File: src/rtl/sram_wr_pkg.sv
package sram_wr_pkg;

  typedef enum logic [1:0] {
    PH_IDLE  = 2'd0,
    PH_SETUP = 2'd1,
    PH_PULSE = 2'd2,
    PH_POST  = 2'd3
  } wr_phase_e;

  function automatic int unsigned max2(input int unsigned a, input int unsigned b);
    return (a > b) ? a : b;
  endfunction

  // cycles before own drivers may turn on inside the pulse
  function automatic int unsigned drive_delay(input int unsigned t_wz, input logic oe_low);
    return oe_low ? t_wz : 0;
  endfunction

  // strobe-low length: minimum pulse, or turnaround plus data setup
  function automatic int unsigned strobe_len(input int unsigned t_wp, input int unsigned t_wz,
                                             input int unsigned t_dw, input logic oe_low);
    return max2(t_wp, drive_delay(t_wz, oe_low) + t_dw);
  endfunction

  // cycles from strobe rise to end of cycle
  function automatic int unsigned post_len(input int unsigned t_wr, input int unsigned t_dh);
    return max2(t_wr, t_dh);
  endfunction

endpackage

File: src/rtl/sram_wr_capture.sv
module sram_wr_capture #(
  parameter int AW  = 17,
  parameter int DW  = 36,
  parameter int BEW = 4
) (
  input  logic           clk,
  input  logic           rst_n,
  input  logic           load,
  input  logic [AW-1:0]  in_addr,
  input  logic [DW-1:0]  in_data,
  input  logic [BEW-1:0] in_be,
  input  logic           in_sem,
  input  logic           in_oe_low,
  output logic [AW-1:0]  q_addr,
  output logic [DW-1:0]  q_data,
  output logic [BEW-1:0] q_be,
  output logic           q_sem,
  output logic           q_oe_low
);

  always_ff @(posedge clk) begin
    if (!rst_n) begin
      q_addr   <= '0;
      q_data   <= '0;
      q_be     <= '0;
      q_sem    <= 1'b0;
      q_oe_low <= 1'b0;
    end else if (load) begin
      q_addr   <= in_addr;
      q_data   <= in_data;
      q_be     <= in_be;
      q_sem    <= in_sem;
      q_oe_low <= in_oe_low;
    end
  end

endmodule

File: src/rtl/sram_wr_phase.sv
module sram_wr_phase
  import sram_wr_pkg::*;
#(
  parameter int unsigned T_AS = 2,
  parameter int unsigned T_WP = 3,
  parameter int unsigned T_WZ = 2,
  parameter int unsigned T_DW = 2,
  parameter int unsigned T_DH = 1,
  parameter int unsigned T_WR = 2,
  parameter int          CW   = 4
) (
  input  logic      clk,
  input  logic      rst_n,
  input  logic      start,
  input  logic      oe_low,
  output wr_phase_e phase,
  output logic      done,
  output logic      strobe_on,
  output logic      drive_on
);

  localparam logic [CW-1:0] AS_LAST  = CW'(T_AS - 1);
  localparam logic [CW-1:0] PL_HI    = CW'(strobe_len(T_WP, T_WZ, T_DW, 1'b0) - 1);
  localparam logic [CW-1:0] PL_LO    = CW'(strobe_len(T_WP, T_WZ, T_DW, 1'b1) - 1);
  localparam logic [CW-1:0] PO_LAST  = CW'(post_len(T_WR, T_DH) - 1);
  localparam logic [CW-1:0] WZ_LO    = CW'(drive_delay(T_WZ, 1'b1));
  localparam logic [CW-1:0] DH_LIMIT = CW'(T_DH);

  logic [CW-1:0] cnt;
  logic [CW-1:0] pulse_last;
  logic [CW-1:0] drive_at;

  // named phase-end events
  logic setup_end, pulse_end, post_end;

  assign pulse_last = oe_low ? PL_LO : PL_HI;
  assign drive_at   = oe_low ? WZ_LO : '0;
  assign setup_end  = (phase == PH_SETUP) && (cnt == AS_LAST);
  assign pulse_end  = (phase == PH_PULSE) && (cnt == pulse_last);
  assign post_end   = (phase == PH_POST)  && (cnt == PO_LAST);

  always_ff @(posedge clk) begin
    if (!rst_n) begin
      phase <= PH_IDLE;
      cnt   <= '0;
      done  <= 1'b0;
    end else begin
      done <= 1'b0;
      unique case (phase)
        PH_IDLE: if (start) begin
          phase <= PH_SETUP;
          cnt   <= '0;
        end
        PH_SETUP: if (setup_end) begin
          phase <= PH_PULSE;
          cnt   <= '0;
        end else cnt <= cnt + 1'b1;
        PH_PULSE: if (pulse_end) begin
          phase <= PH_POST;
          cnt   <= '0;
        end else cnt <= cnt + 1'b1;
        PH_POST: if (post_end) begin
          phase <= PH_IDLE;
          cnt   <= '0;
          done  <= 1'b1;
        end else cnt <= cnt + 1'b1;
        default: phase <= PH_IDLE;
      endcase
    end
  end

  assign strobe_on = (phase == PH_PULSE);
  assign drive_on  = ((phase == PH_PULSE) && (cnt >= drive_at)) ||
                     ((phase == PH_POST)  && (cnt <  DH_LIMIT));

  // done is a single-cycle pulse
  p_done_single_r9: assert property (@(posedge clk) disable iff (!rst_n)
    done |=> !done);
  // a pulse is always preceded by the setup phase
  p_setup_before_pulse_r3: assert property (@(posedge clk) disable iff (!rst_n)
    $rose(strobe_on) |-> $past(phase) == PH_SETUP);
  // with output enable low the drivers wait at the pulse start
  p_turnoff_wait_r7: assert property (@(posedge clk) disable iff (!rst_n)
    ($rose(strobe_on) && oe_low) |-> !drive_on);

endmodule

File: src/rtl/sram_wr_pins.sv
module sram_wr_pins #(
  parameter int DW  = 36,
  parameter int BEW = 4
) (
  input  logic           strobe_on,
  input  logic           drive_on,
  input  logic           sem_sel,
  input  logic [BEW-1:0] be_q,
  input  logic [DW-1:0]  data_q,
  output logic           ce_n,
  output logic           sem_n,
  output logic           rw_n,
  output logic [BEW-1:0] be_n,
  output logic [DW-1:0]  dq_out,
  output logic           dq_oe
);

  // read/write and the selected enable share one source so neither leads
  assign rw_n  = !strobe_on;
  assign ce_n  = !(strobe_on && !sem_sel);
  assign sem_n = !(strobe_on &&  sem_sel);

  for (genvar i = 0; i < BEW; i++) begin : g_lane
    assign be_n[i] = !(strobe_on && be_q[i]);
  end

  assign dq_out = data_q;
  assign dq_oe  = drive_on;

endmodule

File: src/rtl/sram_wr_seq.sv
module sram_wr_seq
  import sram_wr_pkg::*;
#(
  parameter int          AW   = 17,
  parameter int          DW   = 36,
  parameter int          BEW  = 4,
  parameter int unsigned T_AS = 2,
  parameter int unsigned T_WP = 3,
  parameter int unsigned T_WZ = 2,
  parameter int unsigned T_DW = 2,
  parameter int unsigned T_DH = 1,
  parameter int unsigned T_WR = 2
) (
  input  logic           clk,
  input  logic           rst_n,
  input  logic           req_valid,
  output logic           req_ack,
  input  logic [AW-1:0]  req_addr,
  input  logic [DW-1:0]  req_data,
  input  logic [BEW-1:0] req_be,
  input  logic           req_sem,
  input  logic           req_oe_low,
  output logic           done,
  output logic [AW-1:0]  mem_addr,
  output logic [DW-1:0]  mem_dq_out,
  output logic           mem_dq_oe,
  output logic           mem_ce_n,
  output logic           mem_sem_n,
  output logic           mem_rw_n,
  output logic [BEW-1:0] mem_be_n
);

  localparam int unsigned MAXLEN = max2(max2(T_AS, strobe_len(T_WP, T_WZ, T_DW, 1'b1)),
                                        post_len(T_WR, T_DH));
  localparam int CW = $clog2(MAXLEN + 1) + 1;

  wr_phase_e      phase;
  logic           strobe_on, drive_on, accept;
  logic [DW-1:0]  data_q;
  logic [BEW-1:0] be_q;
  logic           sem_q, oe_low_q;

  assign accept  = req_valid && (phase == PH_IDLE) && !done;
  assign req_ack = accept;

  sram_wr_capture #(.AW(AW), .DW(DW), .BEW(BEW)) u_cap (
    .clk(clk), .rst_n(rst_n), .load(accept),
    .in_addr(req_addr), .in_data(req_data), .in_be(req_be),
    .in_sem(req_sem), .in_oe_low(req_oe_low),
    .q_addr(mem_addr), .q_data(data_q), .q_be(be_q),
    .q_sem(sem_q), .q_oe_low(oe_low_q)
  );

  sram_wr_phase #(
    .T_AS(T_AS), .T_WP(T_WP), .T_WZ(T_WZ), .T_DW(T_DW),
    .T_DH(T_DH), .T_WR(T_WR), .CW(CW)
  ) u_phase (
    .clk(clk), .rst_n(rst_n), .start(accept), .oe_low(oe_low_q),
    .phase(phase), .done(done), .strobe_on(strobe_on), .drive_on(drive_on)
  );

  sram_wr_pins #(.DW(DW), .BEW(BEW)) u_pins (
    .strobe_on(strobe_on), .drive_on(drive_on), .sem_sel(sem_q),
    .be_q(be_q), .data_q(data_q),
    .ce_n(mem_ce_n), .sem_n(mem_sem_n), .rw_n(mem_rw_n),
    .be_n(mem_be_n), .dq_out(mem_dq_out), .dq_oe(mem_dq_oe)
  );

  // checker-only measurement of the strobe-low run
  logic [CW-1:0] low_run;
  always_ff @(posedge clk) begin
    if (!rst_n)         low_run <= '0;
    else if (!mem_rw_n) low_run <= low_run + 1'b1;
    else                low_run <= '0;
  end

  // pulse length depends on the output-enable setting
  p_pulse_len_r6: assert property (@(posedge clk) disable iff (!rst_n)
    $rose(mem_rw_n) |-> low_run == CW'(strobe_len(T_WP, T_WZ, T_DW, oe_low_q)));
  // exactly one enable is low during the pulse
  p_enable_code_r5: assert property (@(posedge clk) disable iff (!rst_n)
    !mem_rw_n |-> (mem_ce_n != mem_sem_n));
  // no enable is low without read/write low
  p_enable_not_early_r4: assert property (@(posedge clk) disable iff (!rst_n)
    mem_rw_n |-> (mem_ce_n && mem_sem_n));
  // address is held while strobing or driving
  p_addr_hold_r10: assert property (@(posedge clk) disable iff (!rst_n)
    (!mem_rw_n || mem_dq_oe) |=> ((mem_rw_n && !mem_dq_oe) || $stable(mem_addr)));
  // byte enables are idle outside the pulse
  p_be_idle_r11: assert property (@(posedge clk) disable iff (!rst_n)
    mem_rw_n |-> (&mem_be_n));
  // acceptance is never repeated in the following cycle
  p_ack_once_r2: assert property (@(posedge clk) disable iff (!rst_n)
    req_ack |=> !req_ack);

endmodule

File: config.mk
export PLATFORM = sky130hd
export DESIGN_NAME = sram_wr_seq
export DESIGN_NICKNAME = d
export VERILOG_FILES = /design/src/rtl/sram_wr_pkg.sv /design/src/rtl/sram_wr_capture.sv /design/src/rtl/sram_wr_phase.sv /design/src/rtl/sram_wr_pins.sv /design/src/rtl/sram_wr_seq.sv
export SDC_FILE = /design/constraint.sdc
export NUM_CORES = 1
export LEC_CHECK = 0
export ABC_CLOCK_PERIOD_IN_PS = 1880
export BUFFER_PORTS_ARGS = -buffer_cell sky130_fd_sc_hd__clkbuf_2
export CAP_MARGIN = 10
export CELL_PAD_IN_SITES_DETAIL_PLACEMENT = 0
export CELL_PAD_IN_SITES_GLOBAL_PLACEMENT = 1
export CORE_MARGIN = 2
export CORE_UTILIZATION = 32
export CTS_CLUSTER_SIZE = 40
export DETAILED_ROUTE_END_ITERATION = 8
export GPL_TIMING_DRIVEN = 0
export HOLD_SLACK_MARGIN = 0.12
export PLACE_DENSITY_LB_ADDON = 0.1
export SETUP_SLACK_MARGIN = 0.15
export SYNTH_ARGS = -nofsm -noshare
export SYNTH_HDL_FRONTEND = slang
export SYNTH_SLANG_ARGS = --single-unit
File: constraint.sdc
create_clock -name clk -period 1.88 [get_ports clk]
set_input_delay 0.282 -clock clk [delete_from_list [all_inputs] [get_ports clk]]
set_output_delay 0.282 -clock clk [all_outputs]
set_load 0.01 [all_outputs]
==> results of run 1 <==
## cell usage in the layout (no fill, tap or decap), types with 2 or more instances in the layout
cell type   instances
a21oi_1            60
a32o_1              2
buf_2               4
buf_4              12
buf_6               5
clkbuf_1            8
clkbuf_2          127
clkbuf_8           10
clkinv_2            2
clkinvlp_4          2
dfxtp_1            61
dfxtp_2             5
ha_1                6
ha_4                2
inv_1               2
inv_2               4
nand2_1           125
nand3_1             3
nor2_1              3
o21a_1              2
## report_power, final
group,internal [mW],switching [mW]
Sequential,1.65,0.133
Combinational,0.785,0.993
Clock,0.609,0.537
Total,3.05,1.66
## cell type report
cell class	instances	area (um^2)	share of cell area [%]
plain buffers	21	143.9	3.900
inverters	8	37.54	1.017
clock inverters	5	55.05	1.492
well taps	102	127.6	3.459
multi-input cells	225	1150	31.16
repair buffers	136	716.9	19.43
clock buffers	11	131.4	3.561
flip-flops and latches	66	1328	35.98
## state kept, by name, indices dropped and copies added (netlist names)
name,flops
u_cap.q_oe_low,1
u_cap.q_sem,1
u_cap.q_data,36
u_cap.q_addr,17
u_phase.phase,2
u_phase.cnt,4
u_cap.q_be,4
u_phase.done,1
## worst max path at each step
stage	from	end	slack [ps]	depth (start not counted)
after detailed placement	u_phase.phase[0]	u_cap.q_data[8]	-110	9
final	u_phase.phase[0]	req_ack	110	8
after floorplan	u_phase.phase[0]	u_phase.cnt[2]	240	6
after global placement	u_phase.phase[0]	u_cap.q_data[11]	-90	9
after CTS	u_phase.phase[0]	req_ack	80	8
after global routing	u_phase.phase[0]	req_ack	40	8
## what timing repair did
item,in CTS,in global routing
gates resized for setup,24,19
buffers inserted,12,0
endpoints found under the setup margin,74,57
pin swaps,5,2
## metal layers
| layer | GRT usage [%] | up-vias | share of wire [%] |
|---|---|---|---|
| met5 | 0 | - | 0 |
| met2 | 24.10 | 91 | 42 |
| met3 | 5.882 | 9 | 9.8 |
| li1 | - | 1340 | - |
| met1 | 20.80 | 1143 | 46 |
| met4 | 7.721 | 0 | 1.6 |
## worst register-to-register path, stage by stage, from the launching register on
cell and delay [ps]:
dfxtp_2 360, inv_4 50, ha_4 150, buf_4 130, and2_4 130, buf_6 130, or4b_4 480, a211oi_2 170
## metrics by stage
stage,std cells,hold slack [ps],TNS (ps),power (mW)
finish,574,155.5,0,4.711
global route,574,144.2,0,5.062
CTS,574,143.8,0,4.719
detailed placement,546,446.5,-1153,3.330
global placement,546,440.9,-851.9,3.306
floorplan,320,399.5,0,2.757
## logic make-up (layout without fill, tap and decap cells)
| family | count (synthesis) | after routing | synth area share [%] |
|---|---|---|---|
| buffers and inverters | 29 | 181 | 4.934 |
| AND/OR/NAND/NOR | 143 | 143 | 23.06 |
| AO/OA/AOI/OAI | 72 | 72 | 15.68 |
| XOR/XNOR | 1 | 1 | 0.3420 |
| adder cells (fa/ha/maj) | 9 | 9 | 4.397 |
| flip-flops | 66 | 66 | 51.59 |
==> reports/qor.yml, run 1 <==
placement:
  gp_congestion: 0.7412
  dpl_worst_slack_ps: -110.7
  hpwl_um: 4938
  io_buffers: 124
  dpl-instance-area_mm2: 0.003309
power:
  power_leakage_nw: 1.726
  vdd_drop_max_uv: 558.5
  p_per_area_mw_per_mm2: 1277
floorplan:
  die_w_um: 93.47
  initial_core_util_pct: 33.14
  core_mm2: 0.007727
  io_pins: 125
  dieArea_mm2: 0.008736
  die_h_um: 93.47
  num_rows: 32
finish:
  drive_gt1_share_pct: 39.19
  fin_area_mm2: 0.003690
  area_delta_synth_final_pct: 44.06
  nFillCells: 825
  postLayoutCoreUtil_pct: 47.75
  nets: 538
  n_antenna_cell: 0
sta:
  setup_violations: 0
  clock_skew_ps: 9.612
  final_hold_viol_count: 0
  slew_violations: 0
  period_share_pct: 93.98
  worst_slew_margin_rel_pct: 67.66
  rsz0062_at_grt: "true"
  min_period_ps: 1767
  fmax_mhz: 566.0
  layout_setup_ws_ps: 113.2
  worst_slew_pin_slew_ps: 485.1
setup_path:
  r2r-start: "u_phase.phase[0]"
  cp_num_buf_inv: 6
  crit_type: "reg2out"
  cp_cell_sequence: "inv_4 > ha_4 > inv_2 > or2_1 > clkbuf_8 > inv_6 > buf_6 > buf_6"
  crit_required_ps: 1600
  end_kind: "output port"
  crit_slowest_cell: "dfxtp_2"
  path_delay_family: "buffers and inverters"
  r2r_cells: 7
  cp_max_fo: 3
  crit_arrival_ps: 1480
  slowest_delay_ps: 340
  r2r_setup_slack_ps: 220
  cp_common_cell: "buf_6"
  start_kind: "register"
  r2r_end: "u_phase.cnt[2]"
synth:
  ys_ff_latch: 66
  netlist_instances: 320
  synth_area_leaders: "dfxtp_1 (52%), nand2_1 (18%), a21oi_1 (12%)"
  yosysSeqAreaShare_pct: 51.59
  ys_top_cells_by_count: "nand2_1 (125), dfxtp_1 (66), a21oi_1 (60)"
  synth.top_cell.area_share_pct: 51.59
  synth_area_leader_cell: "dfxtp_1"
  synth.cell_area_mm2: 0.002561
  yosys_warnings: 0
  async_flop_share_pct: 0
  synth.distinct_cells: 33
  synthMostInstantiatedCell: "nand2_1"
  avgSynthCellArea_um2: 8.004
  synth_nets: 391
  synth_edf_count: 0
  ys.flop_type: "dfxtp_1"
clocking:
  numCtsBuffers: 9
  insertion_delay_ps: 340
  path_clk_slew_ps: 80
  clockRootBuffer: "clkbuf_8"
  cts_sinks: 66
  clk_path_buf_depth: 2
  htreeDepth: 3
  holdBufCountCts: 0
  cts_tree: "yes"
detailed_routing:
  drc: 0
  drt-total-wl_um: 6941
  viasPerCell: 4.500
  antenna_left: 0
  firstDrtPassIters: 4
  avgRoutedWirePerCell_um: 12.09
  dr.first_iter.drc_count: 100
  num_vias: 2583
grt:
  grt_usage_pct: 16.22
  grt-ovfl-total: 0
  grt_max_degree: 12
  grt_pass1_wl_um: 11070
  grt_pass1_vias: 2375
  grt_antenna_before_repair: 0
hold_path:
  worstHoldStart: "req_data[27]"
  min_path_cells: 3
  hold_path.class: "in2reg"
  min_to: "u_cap.q_data[27]"
job:
  drv_cap: 0
status:
  status: "finished clean"
Note: power is estimated with default switching activity, not from simulation.
==> run 2, diff against run 1 <==
- RECOVER_POWER: not set -> 50
==> run 2 against run 1 <==
Count of clock-buffer cells in the layout unchanged; combinational power shrank 3%; sequential power about the same; register-to-register slack is essentially flat; die area unchanged; largest power group unchanged; clock power is essentially flat; clock skew decreased by 0.89 ps; total power shrank 1.3%; utilization decreased by 0.97 points; wire length up 0.33%.
==> reports/qor.yml, run 2 (synthesized netlist as in run 1, its figures left out) <==
status:
  status: "finished clean"  # unchanged
sta:
  setup_violations: 0  # unchanged
  rsz0062_at_grt: "true"  # unchanged
  final_hold_viol_count: 0  # unchanged
  worst_slew_margin_rel_pct: 67.54  # was 67.66%
  min_period_ps: 1764  # was 1767 ps
  worst_slew_pin_slew_ps: 486.8  # was 485.1 ps
  clock_skew_ps: 8.725  # was 9.612 ps
  hold_slack_ps: 155.3  # was 155.5 ps
  slew_violations: 0  # unchanged
  period_share_pct: 93.83  # was 93.98%
  fmax_mhz: 566.9  # was 566.0 MHz
detailed_routing:
  num_vias: 2583  # unchanged
  antenna_left: 0  # unchanged
  viasPerCell: 4.500  # unchanged
  dr.first_iter.drc_count: 97  # was 100
  drt-total-wl_um: 6964  # was 6941 um
  avgRoutedWirePerCell_um: 12.13  # was 12.09 um
  drc: 0  # unchanged
  firstDrtPassIters: 4  # unchanged
placement:
  dp_cells: 546  # unchanged
  io_buffers: 124  # unchanged
  hpwl_um: 4938  # unchanged
  gp_congestion: 0.7412  # unchanged
  dpl-instance-area_mm2: 0.003309  # unchanged
finish:
  n_antenna_cell: 0  # unchanged
  regMostFlops: "u_cap.q_data"  # unchanged
  final_common_cell: "nand2_1"  # was clkbuf_2
  instances_no_fill: 574  # unchanged
  fin_area_mm2: 0.003615  # was 0.003690 mm^2
  area_delta_synth_final_pct: 41.13  # was 44.06%
  final_cell_mix: "nand2_1 (125), clkbuf_2 (74), clkbuf_1 (63)"  # was clkbuf_2 (127), nand2_1 (125), dfxtp_1 (61)
  largest_reg_flops: 36  # unchanged
  postLayoutCoreUtil_pct: 46.78  # was 47.75%
  reg.largest.list: "u_cap.q_data: 36 flops, u_cap.q_addr: 17 flops"  # unchanged
  nets: 538  # unchanged
  drive_gt1_share_pct: 27.12  # was 39.19%
setup_path:
  start_kind: "register"  # unchanged
  cp_cell_sequence: "inv_4 > ha_4 > inv_2 > or2_1 > clkbuf_8 > inv_6 > buf_6 > buf_6"  # unchanged
  r2r_cells: 7  # unchanged
  crit_required_ps: 1600  # about the same
  cp_num_buf_inv: 6  # unchanged
  end_kind: "output port"  # unchanged
  cp_max_fo: 3  # unchanged
  slowest_delay_ps: 340  # about the same
  cp_common_cell: "buf_6"  # unchanged
  cp.depth: 8  # unchanged
  path_delay_family: "buffers and inverters"  # unchanged
  crit_type: "reg2out"  # unchanged
  crit_arrival_ps: 1480  # about the same
  crit_slowest_cell: "dfxtp_2"  # unchanged
floorplan:
  dieArea_mm2: 0.008736  # unchanged
  die_w_um: 93.47  # unchanged
  num_rows: 32  # unchanged
  initial_core_util_pct: 33.14  # unchanged
  die_h_um: 93.47  # unchanged
  io_pins: 125  # unchanged
  core_mm2: 0.007727  # unchanged
grt:
  grt_max_degree: 12  # unchanged
  grt_pass1_wl_um: 11070  # unchanged
  grt_pass1_vias: 2375  # unchanged
  grt_usage_pct: 16.22  # unchanged
  grt-ovfl-total: 0  # unchanged
  grt_antenna_before_repair: 0  # unchanged
power:
  power_leakage_nw: 1.544  # was 1.726 nW
  p_per_area_mw_per_mm2: 1286  # was 1277 mW/mm^2
  vdd_drop_max_uv: 547.7  # was 558.5 uV
clocking:
  htreeDepth: 3  # unchanged
  clockRootBuffer: "clkbuf_8"  # unchanged
  holdBufCountCts: 0  # unchanged
  clk_path_buf_depth: 2  # unchanged
  cts_tree: "yes"  # unchanged
  path_clk_slew_ps: 70  # was 80 ps
  numCtsBuffers: 9  # unchanged
  cts_sinks: 66  # unchanged
  insertion_delay_ps: 340  # about the same
hold_path:
  hold_path.class: "in2reg"  # unchanged
  min_path_cells: 3  # unchanged
job:
  drv_cap: 0  # unchanged
[run 2: cell count changes in the layout (fill, tap and decap cells not counted)]
cell      before  now
dfxtp_1       61   62
clkbuf_2     127   74
ha_2           1    0
clkbuf_4       1    0
buf_2          4    3
ha_1           6    7
dfxtp_2        5    4
clkbuf_1       8   63
[run 2: timing repair]
action,4_1_cts,5_1_grt
resized for setup,24,19
setup endpoints to repair,74,57
setup buffers,12,0
hold endpoints to repair,0,0
pin swaps,5,2
[run 2: power by group]
group / leakage, nW / internal, mW / switching, mW
registers: 0.543 / 1.65 / 0.132
logic: 0.912 / 0.729 / 0.991
clock network: 0.0893 / 0.609 / 0.537
total: 1.54 / 2.99 / 1.66
[run 2: per-stage QoR]
stage	setup TNS [ps]	worst slack [ps]	total power [mW]
final	0	116.0	4.649
after global routing	0	21.17	5.001
after CTS	0	78.52	4.719
after detailed placement	-1153	-110.7	3.330
after global placement	-851.9	-85.44	3.306
after floorplan	0	236.1	2.757
[run 2: final cells by class]
cell class	count	area, um^2
Multi-Input combinational cell	225	1147
Timing Repair Buffer	136	648.1
Clock inverter	5	55.05
Tap cell	102	127.6
Clock buffer	11	131.4
Fill cell	836	4113
Inverter	8	37.54
Buffer	21	141.4
Sequential cell	66	1326
[run 2: path summary, 6_finish.rpt]
check / start / endpoint / slack, ps
min reg2reg: u_cap.q_data[25] / u_cap.q_data[25] / 450
min: req_addr[10] / u_cap.q_addr[10] / 160
max: u_phase.phase[0] / req_ack / 120
max reg2reg: u_phase.phase[1] / u_phase.phase[0] / 210
[run 2: tightest hold or removal path, delay by kind of cell]
kind,cells,cell delay [ps]
compound gates,1,50
buf+inv,1,80
simple gates,1,40
[run 2: metal layers]
| metal | global-route usage (%) | vias to the layer above | wire [um] |
|---|---|---|---|
| li1 | - | 1339 | - |
| met1 | 20.80 | 1147 | 3237 |
| met2 | 24.10 | 88 | 2931 |
| met3 | 5.882 | 9 | 684 |
| met4 | 7.721 | 0 | 111 |
| met5 | 0 | - | 0 |
